$ cat src/rtl/ushreg_pkg.sv
package ushreg_pkg;
  typedef enum logic [1:0] {
    MODE_HOLD = 2'b00,
    MODE_UP   = 2'b01,
    MODE_DN   = 2'b10,
    MODE_LOAD = 2'b11
  } ushreg_mode_e;
endpackage

$ cat src/rtl/ushreg_rst_sync.sv
module ushreg_rst_sync #(
  parameter int STAGES = 2
) (
  input  logic clk,
  input  logic rst_n,
  output logic rst_int_n
);
  localparam int LAST = STAGES - 1;

  logic [LAST:0] chain_q;
  logic [LAST:0] chain_d;

  always_comb begin
    chain_d = {chain_q[LAST-1:0], 1'b1};
  end

  always_ff @(posedge clk or negedge rst_n) begin
    if (!rst_n) chain_q <= '0;
    else        chain_q <= chain_d;
  end

  assign rst_int_n = chain_q[LAST];
endmodule

$ cat src/rtl/ushreg_next.sv
module ushreg_next
  import ushreg_pkg::*;
#(
  parameter int W = 8
) (
  input  ushreg_mode_e mode,
  input  logic [W-1:0] cur,
  input  logic         ser_up,
  input  logic         ser_dn,
  input  logic [W-1:0] din,
  output logic [W-1:0] nxt
);
  localparam int TOP = W - 1;

  for (genvar i = 0; i < W; i++) begin : g_bit
    logic up_src;
    logic dn_src;
    if (i == 0) begin : g_low
      assign up_src = ser_up;
    end else begin : g_low_mid
      assign up_src = cur[i-1];
    end
    if (i == TOP) begin : g_high
      assign dn_src = ser_dn;
    end else begin : g_high_mid
      assign dn_src = cur[i+1];
    end

    always_comb begin
      unique case (mode)
        MODE_UP:   nxt[i] = up_src;
        MODE_DN:   nxt[i] = dn_src;
        MODE_LOAD: nxt[i] = din[i];
        default:   nxt[i] = cur[i];
      endcase
    end
  end
endmodule

$ cat src/rtl/ushreg_port_ctl.sv
module ushreg_port_ctl
  import ushreg_pkg::*;
(
  input  ushreg_mode_e mode,
  input  logic         hiz_a,
  input  logic         hiz_b,
  output logic         drive_en
);
  logic bus_in_use;

  always_comb begin
    bus_in_use = (mode == MODE_LOAD);
    drive_en   = !(hiz_a || hiz_b || bus_in_use);
  end
endmodule

$ cat src/rtl/ushreg.sv
module ushreg
  import ushreg_pkg::*;
#(
  parameter int W          = 8,
  parameter int RST_STAGES = 2
) (
  input  logic         clk,
  input  logic         rst_n,
  input  logic         sel0,
  input  logic         sel1,
  input  logic         hiz_a,
  input  logic         hiz_b,
  input  logic         ser_up_in,
  input  logic         ser_dn_in,
  input  logic [W-1:0] io_in,
  output logic [W-1:0] io_out,
  output logic         io_oe,
  output logic         tap_lo,
  output logic         tap_hi
);
  localparam int TOP = W - 1;

  ushreg_mode_e mode;
  logic         rst_int_n;
  logic         upd_en;
  logic [W-1:0] data_q;
  logic [W-1:0] data_d;

  assign mode = ushreg_mode_e'({sel1, sel0});

  ushreg_rst_sync #(.STAGES(RST_STAGES)) u_rst_sync (
    .clk       (clk),
    .rst_n     (rst_n),
    .rst_int_n (rst_int_n)
  );

  ushreg_next #(.W(W)) u_next (
    .mode   (mode),
    .cur    (data_q),
    .ser_up (ser_up_in),
    .ser_dn (ser_dn_in),
    .din    (io_in),
    .nxt    (data_d)
  );

  ushreg_port_ctl u_port_ctl (
    .mode     (mode),
    .hiz_a    (hiz_a),
    .hiz_b    (hiz_b),
    .drive_en (io_oe)
  );

  assign upd_en = (mode != MODE_HOLD);

  always_ff @(posedge clk or negedge rst_int_n) begin
    if (!rst_int_n)  data_q <= '0;
    else if (upd_en) data_q <= data_d;
  end

  assign io_out = data_q;
  assign tap_lo = data_q[0];
  assign tap_hi = data_q[TOP];
endmodule

$ cat config.mk
export PLATFORM = sky130hd
export DESIGN_NAME = ushreg
export DESIGN_NICKNAME = d
export VERILOG_FILES = /design/src/rtl/ushreg_pkg.sv /design/src/rtl/ushreg_rst_sync.sv /design/src/rtl/ushreg_next.sv /design/src/rtl/ushreg_port_ctl.sv /design/src/rtl/ushreg.sv
export SDC_FILE = /design/constraint.sdc
export NUM_CORES = 1
export LEC_CHECK = 0
export BUFFER_PORTS_ARGS = -buffer_cell sky130_fd_sc_hd__buf_2
export CORE_MARGIN = 2
export CORE_UTILIZATION = 36
export CTS_CLUSTER_DIAMETER = 40
export CTS_CLUSTER_SIZE = 14
export DETAILED_ROUTE_END_ITERATION = 16
export PLACE_DENSITY = 0.71
export SLEW_MARGIN = 40
export SYNTH_ARGS = -nofsm -noshare
export SYNTH_HDL_FRONTEND = slang
export SYNTH_SLANG_ARGS = --single-unit
$ cat constraint.sdc
create_clock -name clk -period 0.8 [get_ports clk]
set_clock_uncertainty 0.05 [all_clocks]
set_input_delay 0.04 -clock clk [delete_from_list [all_inputs] [get_ports clk]]
set_output_delay 0.04 -clock clk [all_outputs]
set_load 0.01 [all_outputs]
After elaboration in Yosys (flattened, before gate mapping)
Index checks and enable logic that the tools add are counted.
Cells by class
  equality and inequality tests: 3
  mux-type cells: 8
  reductions and logical operators: 6
Operators with widths (number)
  case mux 1 bit (3 select lines): 8
  == test 2 bit, second input constant: 2
  nonzero test 3 bit: 1
  == test 2 x 1 -> 1 bit, second input constant: 1
  logical OR 1 bit: 2
  AND reduction 2 bit: 1
  nonzero test 2 bit: 1
  logical NOT 1 bit: 1
Word-level totals
  register bits: 10
  input port bits: 16
  output and inout port bits: 11

Longest topological paths before layout
Gate-level depths: netlist (run 1).
  word-level depth: 3
  depth in mapped cells: 2
  depth with buffers taken out: 1

Modules after synthesis
From an unflattened synthesis (run 1), not the netlist that was laid out.
Unflattened totals
  cell total of the unflattened synthesis: 33
  area, all modules: 585.6 um^2
By module, submodules not included
  ushreg: times used 1, cells an instance 19, area an instance 316.6 um^2, sequential area each 200.2 um^2
  ushreg_next: times used 1, cells an instance 10, area an instance 202.7 um^2, sequential area each 0.0 um^2
  ushreg_rst_sync: times used 1, cells an instance 3, area an instance 53.8 um^2, sequential area each 50.0 um^2
  ushreg_port_ctl: times used 1, cells an instance 1, area an instance 12.5 um^2, sequential area each 0.0 um^2

Least setup slack after synthesis (run 1)
Ideal clock, no wire load.
  path type: reg2reg
  start point: register data_q[7] (netlist: io_out[7])
  end point: register data_q[6] (netlist: io_out[6])
  library setup time: 0.139 ns
  data arrival time: 0.857 ns
  required time: 0.611 ns
  slack: -0.246 ns
  cell stages (with the launch flop): 2
  cells stage by stage: dfrtp_1 -> mux4_2
Between the ends
  cells in the longest elaborated chain, start to end: 1
RTL lines
  start: declaration: RTL line ushreg.sv:26  | logic [W-1:0] data_q;
  start signal: assignment: RTL line ushreg.sv:57  | else if (upd_en) data_q <= data_d;
  case mux 1 bit (3 select lines): RTL line ushreg_next.sv:30  | unique case (mode)
No other way between the ends.
A chain may end at the register's enable or synchronous reset.

Worst setup path in the final report (run 1)
  start point: register data_q[5] (netlist: io_out[5])
  end point: register data_q[6] (netlist: io_out[6])
Same word-level chain as after synthesis.

==> results of run 1 <==
registers in the layout, summed over array words and instances (netlist names):
signal	count
u_rst_sync.chain_q	2
io_out	8
cells in the mapped netlist:
master                     count
sky130_fd_sc_hd__dfrtp_1      10
sky130_fd_sc_hd__buf_6         2
sky130_fd_sc_hd__conb_1        1
sky130_fd_sc_hd__mux4_2        8
sky130_fd_sc_hd__a211oi_1      1
sky130_fd_sc_hd__buf_4         2
metrics by stage:
step	setup WS, ns	total power, mW	area (sq um)
floorplan	-0.2459	0.9357	479.2
global placement	-0.2319	1.091	613.1
detailed placement	-0.2380	1.100	613.1
CTS	-0.2575	1.592	675.6
global route	-0.2780	1.662	680.7
finish	-0.2602	1.569	680.7
timing repair:
| action | CTS | global route |
|---|---|---|
| resized for setup | 3 | 1 |
| hold buffers | 1 | 0 |
| cloned | 0 | 0 |
| setup buffers | 0 | 0 |
| endpoints found under the hold margin | 2 | 0 |
| setup endpoints to repair | 18 | 19 |
power groups by stage:
| stage | clock (mW) | combinational [mW] | sequential (mW) |
|---|---|---|---|
| after floorplan | 0 | 0.213 | 0.723 |
| after global placement | 0 | 0.394 | 0.697 |
| final | 0.445 | 0.429 | 0.695 |
| after global routing | 0.487 | 0.465 | 0.710 |
| after CTS | 0.465 | 0.432 | 0.694 |
| after detailed placement | 0 | 0.400 | 0.700 |
area by class of cell:
type	count	area [sq um]	share of cell area (%)
timing repair buffer	30	178.9	26.29
clock buffer	4	36.28	5.331
sequential	10	250.2	36.76
multi-input combinational	10	196.4	28.86
tap	15	18.77	2.757
worst max path at each step:
stage               slack, ns                    end  cells after the start             startpoint
floorplan               -0.25  io_out[6]$_DFFE_PN0P_                      1  io_out[7]$_DFFE_PN0P_
global placement        -0.23  io_out[0]$_DFFE_PN0P_                      1  io_out[1]$_DFFE_PN0P_
detailed placement      -0.24  io_out[6]$_DFFE_PN0P_                      1  io_out[5]$_DFFE_PN0P_
CTS                     -0.26  io_out[6]$_DFFE_PN0P_                      1  io_out[5]$_DFFE_PN0P_
global route            -0.28  io_out[6]$_DFFE_PN0P_                      1  io_out[5]$_DFFE_PN0P_
finish                  -0.26  io_out[6]$_DFFE_PN0P_                      1  io_out[5]$_DFFE_PN0P_
kinds of logic after synthesis:
logic type	synth area share, %
flip-flops	52.22
multiplexers	37.60
buffers and inverters	7.832
AO/OA/AOI/OAI	1.567
other	0.7825
metal layers:
| metal | track usage (%) | vias up |
|---|---|---|
| met3 | 3.333 | 2 |
| met2 | 19.44 | 21 |
| li1 | - | 151 |
| met1 | 19.06 | 170 |
| met4 | 12.50 | 0 |
| met5 | 0 | - |
==> impl_summary.log, run 1 <==
INFO  metric initial_drt_pass_iterations = 1
INFO  metric ir_worst_vdd = 0.9144 mV
INFO  metric dieArea = 0.001639 sq mm
INFO  metric outcome = complete, but fails checks
INFO  metric critical_path.top_delay_family = multiplexers
INFO  metric cts_tree = built
INFO  metric nFillCells = 111
INFO  metric crit_path_cell_trace = mux4_2
INFO  metric final.min_clock_period = 1.060 ns
INFO  metric critPathMaxFanout = 4
INFO  metric floorplan.rows = 13
INFO  metric buffer_and_inverter_count_on_the_worst_path = 0
INFO  metric initial_antenna_violation_count = 0
INFO  metric path_class = reg2reg
INFO  metric min_period_over_period = 132.5%
INFO  metric finalCoreUtilization = 53.65%
INFO  metric timing.critical_path.arrival = 1.14 ns
INFO  metric power.net_switching = 0.4162 mW
INFO  metric num_io_pins = 27
INFO  metric final-instance-count-excl-fill = 69
INFO  metric drtIter0Drc = 0
INFO  metric power.share.sequential = 44.3%
INFO  metric report.final.hold_viol_count = 0
INFO  metric synthCells = 24
INFO  metric die_height = 40.49 um
INFO  metric grt_pass1_vias = 341
INFO  metric most-common-layout-cells = sky130_fd_sc_hd__buf_2 (24), sky130_fd_sc_hd__dfrtp_1 (10), sky130_fd_sc_hd__mux4_2 (8), sky130_fd_sc_hd__clkbuf_4 (3), sky130_fd_sc_hd__buf_6 (3)
INFO  metric p_leak = 0.3218 nW
INFO  metric post_drt_via_cell_ratio = 4.986
INFO  metric initial_util = 37.77%
INFO  metric ff2ff_path_depth = 1
INFO  metric grt_setup_unrepaired = yes
INFO  metric hold_path.class = in2async
INFO  metric grt_start_max_net_pins = 10
INFO  metric num_antenna_cells = 0
INFO  metric avg_wl_per_cell = 13.13 um
INFO  metric fmax = 943.3 MHz
INFO  metric power_density = 2305 mW/mm^2
INFO  metric die-width = 40.49 um
INFO  metric dr.max_layer_used = met4
INFO  metric max-clock-path-buffers = 2
INFO  metric htreeDepth = 1
INFO  metric leading_cell_type_in_the_layout_fill_and_taps_excluded = sky130_fd_sc_hd__buf_2
INFO  metric synth_warnings = 0
INFO  metric synth_area_leader_cell = sky130_fd_sc_hd__dfrtp_1
INFO  metric max-cap-violations = 0
INFO  metric synth.lib_cells_used.distinct = 6
INFO  metric globalRouteTotalUtil = 14.40%
INFO  metric route.met2.wl = 441 um
INFO  metric detailroute.wirelength.met3 = 83 um
INFO  metric route.antenna.remaining_nets = 0
INFO  metric report.final.setup_viol = 18
INFO  metric syn_to_final_growth = 42.04%
INFO  metric critical_path.endpoint_type = register
INFO  metric grt_pass1_wl = 1.449 mm
INFO  metric num_vias = 344
INFO  metric report.final.slew_viol_count = 0
INFO  metric register_area_share_after_synthesis = 52.22%
INFO  metric hold_slack = 0.03709 ns
INFO  metric final.setup.worst_slack = -0.2602 ns
INFO  metric power_frac_clock = 28.4%
INFO  metric worst_skew_pair_later_pin_latency = 0.26 ns
INFO  metric failed_checks = negative setup slack
INFO  metric per_instance_average_area_after_synthesis = 19.97 sq um
INFO  metric max_stage_delay = 0.46 ns
INFO  metric placed_cells = 64
INFO  metric setup_total_neg_slack = -3.192 ns
INFO  metric cts-buffers-inserted = 3
INFO  metric regToRegSetupSlack = -0.26 ns
INFO  metric worstReg2RegStart = io_out[5]$_DFFE_PN0P_
INFO  metric synthesis.area = 479.2 sq um
INFO  metric cp.required = 0.88 ns
INFO  metric clkSlewWorstSetupHoldPaths = 0.06 ns
INFO  metric internal-power = 1.153 mW
INFO  metric worstSetupStartpointType = register
INFO  metric gp_congestion = 0.6496
INFO  metric finalWirelength = 906 um
INFO  metric synth_top_area_share = 52.22%
INFO  metric clock_sink_count = 10
INFO  metric grt_remaining_overflow = 0
INFO  metric floorplan.core_area = 0.001269 sq mm
INFO  metric ys_top_cells_by_area = sky130_fd_sc_hd__dfrtp_1 (52%), sky130_fd_sc_hd__mux4_2 (38%), sky130_fd_sc_hd__buf_6 (4.7%), sky130_fd_sc_hd__buf_4 (3.1%), sky130_fd_sc_hd__a211oi_1 (1.6%)
INFO  metric clk_root_buffer_cell = sky130_fd_sc_hd__clkbuf_4
INFO  metric sw_frac_of_total = 26.53%
INFO  metric met1_length = 369 um
INFO  metric syn_nets = 40
INFO  metric layout-drive-gt1-share = 77.78%
INFO  metric nets = 71
INFO  metric hpwlAfterDp = 721.2 um
INFO  metric crit-reg2reg-capture = io_out[6]$_DFFE_PN0P_
INFO  metric combinationalPowerShare = 27.4%
INFO  metric port_buffers = 26
INFO  metric worst_path_max_delay_cell = sky130_fd_sc_hd__mux4_2
INFO  metric synth-seq-cells = 10
INFO  metric post-route-drc-count = 0
No activity file was read; power rests on OpenSTA's default activity.
==> inputs of run 2 (changes only) <==
- clock period: 0.8 -> 0.9 ns (I/O delays scaled with it)
==> impl_summary.log, run 2 (synthesis results as in run 1) <==
INFO  metric outcome = complete, but fails checks
INFO  metric failed_checks = negative setup slack
INFO  metric timing.critical_path.arrival = 1.13 ns
INFO  metric initial_util = 37.77%
INFO  metric grt_pass1_vias = 323
INFO  metric floorplan.core_area = 0.001269 sq mm
INFO  metric cts-buffers-inserted = 3
INFO  metric route.antenna.remaining_nets = 0
INFO  metric finalWirelength = 889 um
INFO  metric buffer_and_inverter_count_on_the_worst_path = 0
INFO  metric worst_skew_pair_later_pin_latency = 0.26 ns
INFO  metric power.share.sequential = 44.3%
INFO  metric gp_congestion = 0.6466
INFO  metric final-instance-count-excl-fill = 68
INFO  metric worstReg2RegStart = io_out[5]$_DFFE_PN0P_
INFO  metric crit_path_cell_trace = mux4_2
INFO  metric critPathMaxFanout = 4
INFO  metric grt_pass1_wl = 1.421 mm
INFO  metric cts_tree = built
INFO  metric drtIter0Drc = 1
INFO  metric critical_path.startpoint = io_out[5]$_DFFE_PN0P_
INFO  metric clock_sink_count = 10
INFO  metric final.setup.worst_slack = -0.1518 ns
INFO  metric power_frac_clock = 27.9%
INFO  metric post_cts.repair.setup_buffers = 0
INFO  metric num_io_pins = 27
INFO  metric ir_worst_vdd = 0.9232 mV
INFO  metric final.min_clock_period = 1.052 ns
INFO  metric report.final.hold_viol_count = 0
INFO  metric clk_root_buffer_cell = sky130_fd_sc_hd__clkbuf_4
INFO  metric internal-power = 1.032 mW
INFO  metric worst_path_max_delay_cell = sky130_fd_sc_hd__mux4_2
INFO  metric report.final.setup_viol = 14
INFO  metric dieArea = 0.001639 sq mm
INFO  metric min_period_over_period = 116.9%
INFO  metric max_stage_delay = 0.46 ns
INFO  metric design_area = 674.4 sq um
INFO  metric num_vias = 340
INFO  metric leading_cell_type_in_the_layout_fill_and_taps_excluded = sky130_fd_sc_hd__buf_2
INFO  metric sw_frac_of_total = 25.84%
INFO  metric die_height = 40.49 um
INFO  metric grt_setup_unrepaired = yes
INFO  metric p_leak = 0.3182 nW
INFO  metric combinationalPowerShare = 27.8%
INFO  metric avg_wl_per_cell = 13.07 um
INFO  metric initial_antenna_violation_count = 0
INFO  metric post_drt_via_cell_ratio = 5.000
INFO  metric globalRouteTotalUtil = 14.40%
INFO  metric port_buffers = 26
INFO  metric fmax = 950.7 MHz
INFO  metric placed_cell_area = 605.6 sq um
INFO  metric power_density = 2063 mW/mm^2
INFO  metric layout-drive-gt1-share = 75.47%
INFO  metric floorplan.rows = 13
INFO  metric report.final.slew_viol_count = 0
INFO  metric nets = 70
INFO  metric grt_start_max_net_pins = 10
INFO  metric largest_reg_flops = 8
INFO  metric worstSetupStartpointType = register
INFO  metric die-width = 40.49 um
INFO  metric post_layout_power = 1.391 mW
INFO  metric critical_path.endpoint_type = register
INFO  metric initial_drt_pass_iterations = 2
INFO  metric num_antenna_cells = 0
INFO  metric dpl_worst_slack = -0.1572 ns
INFO  metric grt_remaining_overflow = 0
INFO  metric critical_path.top_delay_family = multiplexers
INFO  metric most-common-layout-cells = sky130_fd_sc_hd__buf_2 (23), sky130_fd_sc_hd__dfrtp_1 (10), sky130_fd_sc_hd__mux4_2 (8), sky130_fd_sc_hd__buf_6 (4), sky130_fd_sc_hd__clkbuf_4 (3)
INFO  metric placed_cells = 63
INFO  metric cp.required = 0.98 ns
INFO  metric power.net_switching = 0.3595 mW
INFO  metric max-cap-violations = 0
INFO  metric ff2ff_path_depth = 1
INFO  metric setup_total_neg_slack = -1.371 ns
INFO  metric crit-reg2reg-capture = io_out[6]$_DFFE_PN0P_
INFO  metric syn_to_final_growth = 40.73%
INFO  metric clkSlewWorstSetupHoldPaths = 0.07 ns
INFO  metric hold_path.class = in2async
INFO  metric path_class = reg2reg
INFO  metric max-clock-path-buffers = 2
INFO  metric regToRegSetupSlack = -0.15 ns
INFO  metric post-route-drc-count = 0
INFO  metric htreeDepth = 1
run 2: changes by cell type in the layout (fill, tap and decap cells not counted):
cell	delta
sky130_fd_sc_hd__a211oi_1	+1
sky130_fd_sc_hd__buf_2	-1
sky130_fd_sc_hd__a211oi_2	-1
sky130_fd_sc_hd__buf_4	-1
sky130_fd_sc_hd__buf_6	+1
run 2: metrics by stage:
step / hold slack [ns] / utilization (%)
floorplan: -0.3006 / -
detailed placement: -0.2182 / 47.73
global route: 0.03639 / 53.16
global placement: -0.2186 / 47.73
finish: 0.04135 / 53.16
CTS: 0.04143 / 52.66
run 2: layer usage:
layer	global-route usage, %	wire length [um]	vias to the layer above
met3	5.556	81	2
met4	10.00	12	0
met1	17.63	373	164
li1	-	-	153
met2	20.63	421	21
met5	0	0	-
run 2: area by class of cell:
| cell class | count | area (sq um) |
|---|---|---|
| clock buffer | 4 | 36.28 |
| fill | 117 | 594.3 |
| multi-input combinational | 10 | 191.4 |
| sequential | 10 | 250.2 |
| tap | 15 | 18.77 |
| timing repair buffer | 29 | 177.7 |
run 2: how the worst max path moves through the flow:
stage | to | slack, ns | cells after the start
3_5_place_dp | io_out[6]$_DFFE_PN0P_ | -0.16 | 1
3_3_place_gp | io_out[4]$_DFFE_PN0P_ | -0.13 | 1
2_1_floorplan | io_out[6]$_DFFE_PN0P_ | -0.15 | 1
6_report | io_out[6]$_DFFE_PN0P_ | -0.15 | 1
4_1_cts | io_out[4]$_DFFE_PN0P_ | -0.16 | 1
5_1_grt | io_out[4]$_DFFE_PN0P_ | -0.19 | 1
run 2: power groups by stage:
stage | clock network [mW] | logic [mW] | registers, mW
4_1_cts | 0.399 | 0.383 | 0.618
3_3_place_gp | 0 | 0.347 | 0.619
3_5_place_dp | 0 | 0.353 | 0.622
2_1_floorplan | 0 | 0.189 | 0.642
5_1_grt | 0.437 | 0.419 | 0.632
6_report | 0.388 | 0.387 | 0.616
run 2: repair_timing:
| item | in CTS | in global routing |
|---|---|---|
| hold buffers | 1 | 0 |
| endpoints found under the hold margin | 2 | 0 |
| setup endpoints to repair | 18 | 18 |
| resized for setup | 3 | 1 |
